`config.mk`:
```
export PLATFORM = sky130hd
export DESIGN_NAME = ctl_i2c_target
export DESIGN_NICKNAME = d
export VERILOG_FILES = /design/src/rtl/ctl_i2c_target.sv
export SDC_FILE = /design/constraint.sdc
export NUM_CORES = 1
export LEC_CHECK = 0
export ABC_CLOCK_PERIOD_IN_PS = 6420
export BUFFER_PORTS_ARGS = -buffer_cell sky130_fd_sc_hd__buf_2
export CAP_MARGIN = 20
export CORE_MARGIN = 2
export CORE_UTILIZATION = 45
export CTS_BUF_LIST = sky130_fd_sc_hd__clkbuf_16
export DETAILED_ROUTE_END_ITERATION = 8
export PLACE_DENSITY = 0.76
export SLEW_MARGIN = 10
export SYNTH_ARGS = -nofsm -noshare
export SYNTH_HDL_FRONTEND = slang
export SYNTH_SLANG_ARGS = --single-unit
```
`constraint.sdc`:
```
create_clock -name clk -period 6.42 [get_ports clk]
set_input_delay 0.963 -clock clk [delete_from_list [all_inputs] [get_ports clk]]
set_output_delay 0.963 -clock clk [all_outputs]
set_load 0.05 [all_outputs]
```
`src/rtl/ctl_i2c_target.sv`:
```
module ctl_i2c_target #(
  parameter int NREG = 16,
  parameter int RAM_AW = 6,
  parameter logic [7:0] STAT_A = 8'h40,
  parameter logic [7:0] IEN_A = 8'h41,
  parameter logic [7:0] RAMP_A = 8'h42,
  parameter logic [5:0] DEV_HI = 6'b110111
) (
  input  logic              clk,
  input  logic              rst_n,
  input  logic              scl_in,
  input  logic              sda_in,
  output logic              sda_oe,
  input  logic              addr_sel,
  input  logic [7:0]        evt_in,
  output logic              irq_n,
  output logic [NREG*8-1:0] regs_o,
  output logic              ram_we,
  output logic [RAM_AW-1:0] ram_addr,
  output logic [7:0]        ram_wdata
);
  localparam int PW = $clog2(NREG);
  localparam logic [8:0] NREG9 = 9'(NREG);
  localparam logic [RAM_AW-1:0] IDX_ONE = RAM_AW'(1);

  typedef enum logic [2:0] {P_IDLE, P_SKIP, P_DEV, P_REG, P_WR, P_RD} phase_t;

  phase_t phase;
  logic [2:0] scl_p, sda_p;
  logic [3:0] cnt;
  logic [7:0] sh, ptr, ien, stat, rdata;
  logic [RAM_AW-1:0] ridx;
  logic [7:0] regs [NREG];

  wire scl_s = scl_p[1];
  wire sda_s = sda_p[1];
  wire scl_rise = scl_s & ~scl_p[2];
  wire scl_fall = ~scl_s & scl_p[2];
  wire bus_start = scl_s & scl_p[2] & sda_p[2] & ~sda_s;
  wire bus_stop = scl_s & scl_p[2] & ~sda_p[2] & sda_s;
  wire in_file = {1'b0, ptr} < NREG9;
  wire [PW-1:0] idx = ptr[PW-1:0];
  wire load_rd = (phase == P_RD) && scl_fall && (cnt == 4'd9);

  assign irq_n = ~|(stat & ien);

  genvar g;
  generate
    for (g = 0; g < NREG; g++) begin : g_out
      assign regs_o[g*8 +: 8] = regs[g];
    end
  endgenerate

  always_comb begin
    rdata = 8'h00;
    if (ptr == STAT_A) rdata = stat;
    else if (ptr == IEN_A) rdata = ien;
    else if (in_file) rdata = regs[idx];
  end

  always_ff @(posedge clk or negedge rst_n)
    if (!rst_n) begin
      scl_p <= 3'b111;
      sda_p <= 3'b111;
      stat <= 8'h00;
    end else begin
      scl_p <= {scl_p[1:0], scl_in};
      sda_p <= {sda_p[1:0], sda_in};
      stat <= ((load_rd && ptr == STAT_A) ? 8'h00 : stat) | evt_in;
    end

  always_ff @(posedge clk or negedge rst_n)
    if (!rst_n) begin
      phase <= P_IDLE;
      cnt <= 4'd0;
      sh <= 8'h00;
      ptr <= 8'h00;
      ien <= 8'h00;
      ridx <= '0;
      sda_oe <= 1'b0;
      ram_we <= 1'b0;
      ram_addr <= '0;
      ram_wdata <= 8'h00;
      for (int i = 0; i < NREG; i++) regs[i] <= 8'h00;
    end else begin
      ram_we <= 1'b0;
      if (bus_start && phase != P_SKIP) begin
        phase <= P_DEV;
        cnt <= 4'd0;
        sda_oe <= 1'b0;
      end else if (bus_stop) begin
        phase <= P_IDLE;
        sda_oe <= 1'b0;
      end else if (phase == P_DEV || phase == P_REG || phase == P_WR) begin
        if (scl_rise && cnt < 4'd8) begin
          sh <= {sh[6:0], sda_s};
          cnt <= cnt + 4'd1;
        end else if (scl_fall && cnt == 4'd8) begin
          cnt <= 4'd9;
          sda_oe <= 1'b1;
          case (phase)
            P_DEV:
              if (sh[7:1] == {DEV_HI, addr_sel}) phase <= sh[0] ? P_RD : P_REG;
              else begin
                phase <= P_SKIP;
                sda_oe <= 1'b0;
              end
            P_REG: begin
              ptr <= sh;
              ridx <= '0;
              phase <= P_WR;
            end
            default:
              if (ptr == RAMP_A) begin
                ram_we <= 1'b1;
                ram_addr <= ridx;
                ram_wdata <= sh;
                ridx <= ridx + IDX_ONE;
              end else begin
                if (in_file) regs[idx] <= sh;
                if (ptr == IEN_A) ien <= sh;
                ptr <= ptr + 8'd1;
              end
          endcase
        end else if (scl_fall && cnt == 4'd9) begin
          sda_oe <= 1'b0;
          cnt <= 4'd0;
        end
      end else if (phase == P_RD) begin
        if (load_rd) begin
          sh <= rdata;
          sda_oe <= ~rdata[7];
          cnt <= 4'd0;
        end else if (scl_rise && cnt < 4'd8) cnt <= cnt + 4'd1;
        else if (scl_rise && cnt == 4'd8) begin
          if (sda_s) phase <= P_IDLE;
          else cnt <= 4'd9;
        end else if (scl_fall && cnt == 4'd8) sda_oe <= 1'b0;
        else if (scl_fall && cnt != 4'd0) begin
          sh <= {sh[6:0], 1'b0};
          sda_oe <= ~sh[6];
        end
      end
    end
endmodule

```
* Word level (Yosys, flattened, before mapping) *
Cells that the tools add are included.

storage, ports and cells
  memory bits (writable) = 0
  memory bits (read-only) = 0
  bits in latches = 0
  memories = 0
  bits in registers = 195
  word-level logic and storage cells = 186

cells by class
  $mul = 0
  multiplexer cells = 67
  reduce and logical (&&, ||, !) cells = 34
  equality and inequality tests = 27
  bitwise logic cells = 22
  shifts and indexed selects = 0
  order comparisons = 4
  add/subtract/negate cells = 3
  div/mod/pow operators = 0

operators with widths
  kind                                                 count
  bitwise mux 128 bit                                  1
  two-way mux 8 bit                                    16
  two-way mux 4 bit                                    11
  two-way mux 3 bit                                    12
  binary-select mux 8 bit (select 4 bit)               1
  demux 8 bit (select 4 bit)                           1
  AND reduction 7 bit                                  4
  == test 8 x 7 -> 1 bit (second input constant)       3
  AND reduction 8 bit                                  3
  two-way mux 1 bit                                    21
  case mux 8 bit (2 select lines)                      1
  nonzero test 4 bit                                   4
  inequality test 3 bit (second input constant)        4
  inverter 1 bit                                       12
  case mux 6 bit (2 select lines)                      1
  logical AND 1 bit                                    10
  inequality test 5 bit (second input constant)        2
  adder 8 x 1 -> 8 bit (second input constant)         1
  bitwise AND 8 bit                                    1
  == test 4 bit (second input constant)                2
  < comparator 8 x 5 -> 1 bit (second input constant)  1
  inequality test 4 bit (second input constant)        2
  OR 8 bit                                             1
  OR reduction 8 bit                                   1
  29 further kinds                                     41

* Logic depth before layout (Yosys ltp) *
  depth after elaboration = 13
  depth in mapped cells = 10
  depth with buffers taken out = 7

* Least setup slack after synthesis *
OpenSTA, ideal clock, no wires.

  path kind = reg-to-reg
  start = reg ptr[0]
  end = reg ram_wdata[0]
  clock period less this slack = 2.524 ns
  setup time = 0.125 ns
  arrival = 2.400 ns
  path slack = 3.896 ns
  required time = 6.295 ns
  cell stages (with the launch flop) = 10
  cell sequence = dfrtp_1 clkbuf_1 buf_2 inv_1 ha_1 clkbuf_1 nand3_1 nor2_2 buf_2 mux2_2

on the way
  cells in the longest elaborated chain, start to end = 2

RTL lines
  what                           RTL line  source
  start, declared                31        logic [7:0] sh, ptr, ien, stat, rdata;
  start signal, assigned         109       ptr <= sh;
  start signal, assigned         122       ptr <= ptr + 8'd1;
  == test 8 x 7 -> 1 bit         114       if (ptr == RAMP_A) begin
  AND reduction 7 bit (no line)  n/a
  end signal, assigned           117       ram_wdata <= sh;
  end, declared                  20        output logic [7:0] ram_wdata

Every way passes these cells.
A chain may end at the register's enable or synchronous reset.

* Worst setup path in the final report *
  start = reg ptr[0]
  end = reg ridx[0]

on the way
  cells in the longest elaborated chain, start to end = 3

RTL lines
  what                           RTL line  source
  == test 8 x 7 -> 1 bit         114
  nonzero test 2 bit (no line)   n/a
  AND reduction 7 bit (no line)  n/a
  end signal, assigned           118       ridx <= ridx + IDX_ONE;
  end, declared                  32        logic [RAM_AW-1:0] ridx;

Every way passes these cells.

==> impl_metrics.env <==
export IMPL_fin_hold_ws_ns=0.3569
export IMPL_cp_data_arrival_time_ns=3.34
export IMPL_layout_commonest_cell="dfrtp_1"
export IMPL_routed_via_density=5.839
export IMPL_max_clock_freq_mhz=332.0
export IMPL_power_density_nw_per_um2=272.2
export IMPL_place_ws_ns=3.146
export IMPL_syn_mean_instance_area_um2=13.43
export IMPL_placedInstanceArea_um2=10380
export IMPL_irDropWorstVdd_v=0.0002544
export IMPL_final_nets=858
export IMPL_cts_tree="built"
export IMPL_die_w_um=148.4
export IMPL_core_area_um2=20360
export IMPL_cts_resized=0
export IMPL_crit_end="ridx[0]$_DFFE_PN0P_"
export IMPL_hold_buffers=0
export IMPL_drc=0
export IMPL_ys_seq_area_frac=0.5207
export IMPL_die_area_um2=22030
export IMPL_synthSimpleGateAreaFrac=0.08291
export IMPL_r2r_slack_ns=3.41
export IMPL_rsz0062_at_grt="false"
export IMPL_synth_seq_cells=195
export IMPL_grt_use_met3=0.05828
export IMPL_grt_pass1_wl_mm=38.38
export IMPL_cpPeakStageDelay_ns=0.66
export IMPL_synth_cell_types=67
export IMPL_startpoint="ptr[0]$_DFFE_PN0P_"
export IMPL_power_leakage_uw=0.005459
export IMPL_r2r_start="ptr[0]$_DFFE_PN0P_"
export IMPL_path_clk_slew_ns=0.07
export IMPL_grtUsageMet1=0.3010
export IMPL_worstSetupPathType="reg2reg"
export IMPL_synthXorXnorAreaFrac=0.004665
export IMPL_synthAdderAreaFrac=0.01066
export IMPL_finalWorstSetupSlack_ns=3.408
export IMPL_finalSetupTns_ns=0
export IMPL_syn_area_um2=9387
export IMPL_ant_nets=0
export IMPL_track_usage=0.2279
export IMPL_slowest_stage="nor2_2"
export IMPL_path_cells="buf_4, inv_1, ha_1, nand3_1, nor2_2, nor2_1, mux2_2"
export IMPL_cts_buffer_depth=2
export IMPL_die_h_um=148.4
export IMPL_routabilityCongestion=0.9054
export IMPL_dp_cells=1087
export IMPL_setup_viol_count_final=0
export IMPL_grt_pass1_vias=6762
export IMPL_drt_pass1_iterations=7
export IMPL_numCtsBuffers=17
export IMPL_routedWlPerCell_um=21.55
export IMPL_io_pins=158
export IMPL_slew_viol_final=0
export IMPL_cp_end_kind="flop"
export IMPL_grt_antenna_before_repair=0
export IMPL_cp_start_kind="flop"
export IMPL_clock_latency_ns=0.45
export IMPL_initial_core_util=0.4609
export IMPL_period_needed_ns=3.012
export IMPL_synthFlopType="dfrtp_1"
export IMPL_synth_warnings=0
export IMPL_r2r_cells=7
export IMPL_synth_edf_count=0
export IMPL_muxShareOfSynthArea=0.2867
export IMPL_fin_area_um2=11000
export IMPL_worst_path_max_fanout=24
export IMPL_wl_mm=24.14
export IMPL_cts_sinks=195
export IMPL_grt_max_degree=130
export IMPL_n_antenna_cell=0
export IMPL_syn_nets=720
export IMPL_reg2reg_to="ridx[0]$_DFFE_PN0P_"
export IMPL_status="finished, final reports clean"
export IMPL_fin_skew_ns=0.01199
export IMPL_drt_iter0_markers=488
export IMPL_max_cap_viol_count=0
export IMPL_finalNonFillerCells=1120
export IMPL_async_reset_ff_frac=1.000
export IMPL_drive_gt1_frac=0.4729
export IMPL_cp_top_family="simple AND/OR/NAND/NOR gates"
export IMPL_port_buffers=157
export IMPL_worst_slew_pin_slew_ns=1.006
export IMPL_min_path_type="reg2reg"
export IMPL_htree_levels=4
export IMPL_finalHoldViolCount=0
export IMPL_worst_path_buf_inv=2
export IMPL_area_delta_synth_final_pct=17.24
export IMPL_synth_compound_area_share=0.07171
export IMPL_synth_top_family_by_area="multiplexers"
export IMPL_root_buffer="clkbuf_16"
export IMPL_vias=6540
export IMPL_critical_path_depth=7
export IMPL_fin_crit_sh=0.4692
export IMPL_grtUsageMet2=0.3690
export IMPL_syn_inst=699
export IMPL_dpl_hpwl_mm=16.60
export IMPL_top_usage_layer="met2"
export IMPL_rows=52
export IMPL_grt_overflow=0
export IMPL_max_slew_margin_rel=0.3290
export IMPL_final_cell_mix="dfrtp_1 (188), buf_2 (156), mux2_2 (151)"
export IMPL_crit_required_ns=6.75
export IMPL_post_cts_buffers=0
[power breakdown]
| group | internal, uW | switching (uW) | leakage, uW | total, uW |
|---|---|---|---|---|
| combinational | 182 | 265 | 0.00252 | 446 |
| clock | 592 | 509 | 0.000291 | 1100 |
| sequential | 1270 | 178 | 0.00265 | 1450 |
[flip-flops by register name, summed over array words and instances, names as in the netlist, 6 cells and up]
register / count
sh: 8
stat: 8
ram_addr: 6
ridx: 6
ram_wdata: 8
ien: 8
ptr: 8
regs_o: 128
[cell families (layout without fill, tap and decap cells)]
family	count (synthesis)	after routing
multiplexers	209	209
XOR/XNOR	5	5
AO/OA/AOI/OAI	100	100
AND/OR/NAND/NOR	128	128
flip-flops	195	195
adder cells (fa/ha/maj)	8	8
buffers and inverters	54	205
[cell type report]
class | instances | area, um2
clock buffers | 17 | 425.4
clock inverters | 15 | 195.2
fillers | 1689 | 9360
inverters | 11 | 41.29
multi-input cells | 450 | 4287
flip-flops and latches | 195 | 4888
well taps | 270 | 337.8
repair buffers | 162 | 829.5
[cell usage after synthesis (8+ instances only)]
cell type / instances / share of area
a21o_1: 11 / 0.0088
a21oi_1: 20 / 0.011
buf_2: 8 / 0.0043
clkbuf_1: 29 / 0.012
dfrtp_1: 189 / 0.50
ha_1: 8 / 0.011
inv_1: 11 / 0.0044
mux2_1: 8 / 0.0096
mux2_2: 151 / 0.18
mux2i_1: 18 / 0.019
mux4_2: 32 / 0.077
nand2_1: 26 / 0.010
nand3_1: 15 / 0.0080
nor2_1: 21 / 0.0084
nor3_1: 8 / 0.0043
o21ai_0: 19 / 0.010
o22ai_1: 11 / 0.0073
[per-stage QoR]
step | total power, uW | util
floorplan | 1757 | -
global placement | 1903 | 0.5096
detailed placement | 1910 | 0.5096
CTS | 3008 | 0.5401
global route | 3130 | 0.5404
finish | 2995 | 0.5404
[layer usage]
layer / routed length (um) / up-vias
met5: 0 / -
met4: 660 / 0
met3: 1677 / 46
met2: 11770 / 256
met1: 10030 / 3345
li1: - / 2893
[how the worst min path moves through the flow]
stage	to	startpoint	depth (start not counted)
floorplan	scl_p[1]$_DFF_PN1_	scl_p[0]$_DFF_PN1_	0
global placement	scl_p[1]$_DFF_PN1_	scl_p[0]$_DFF_PN1_	0
detailed placement	sda_p[1]$_DFF_PN1_	sda_p[0]$_DFF_PN1_	0
CTS	scl_p[1]$_DFF_PN1_	scl_p[0]$_DFF_PN1_	0
global route	scl_p[1]$_DFF_PN1_	scl_p[0]$_DFF_PN1_	0
finish	sda_p[1]$_DFF_PN1_	sda_p[0]$_DFF_PN1_	0
No activity file was read; power rests on OpenSTA's default activity.
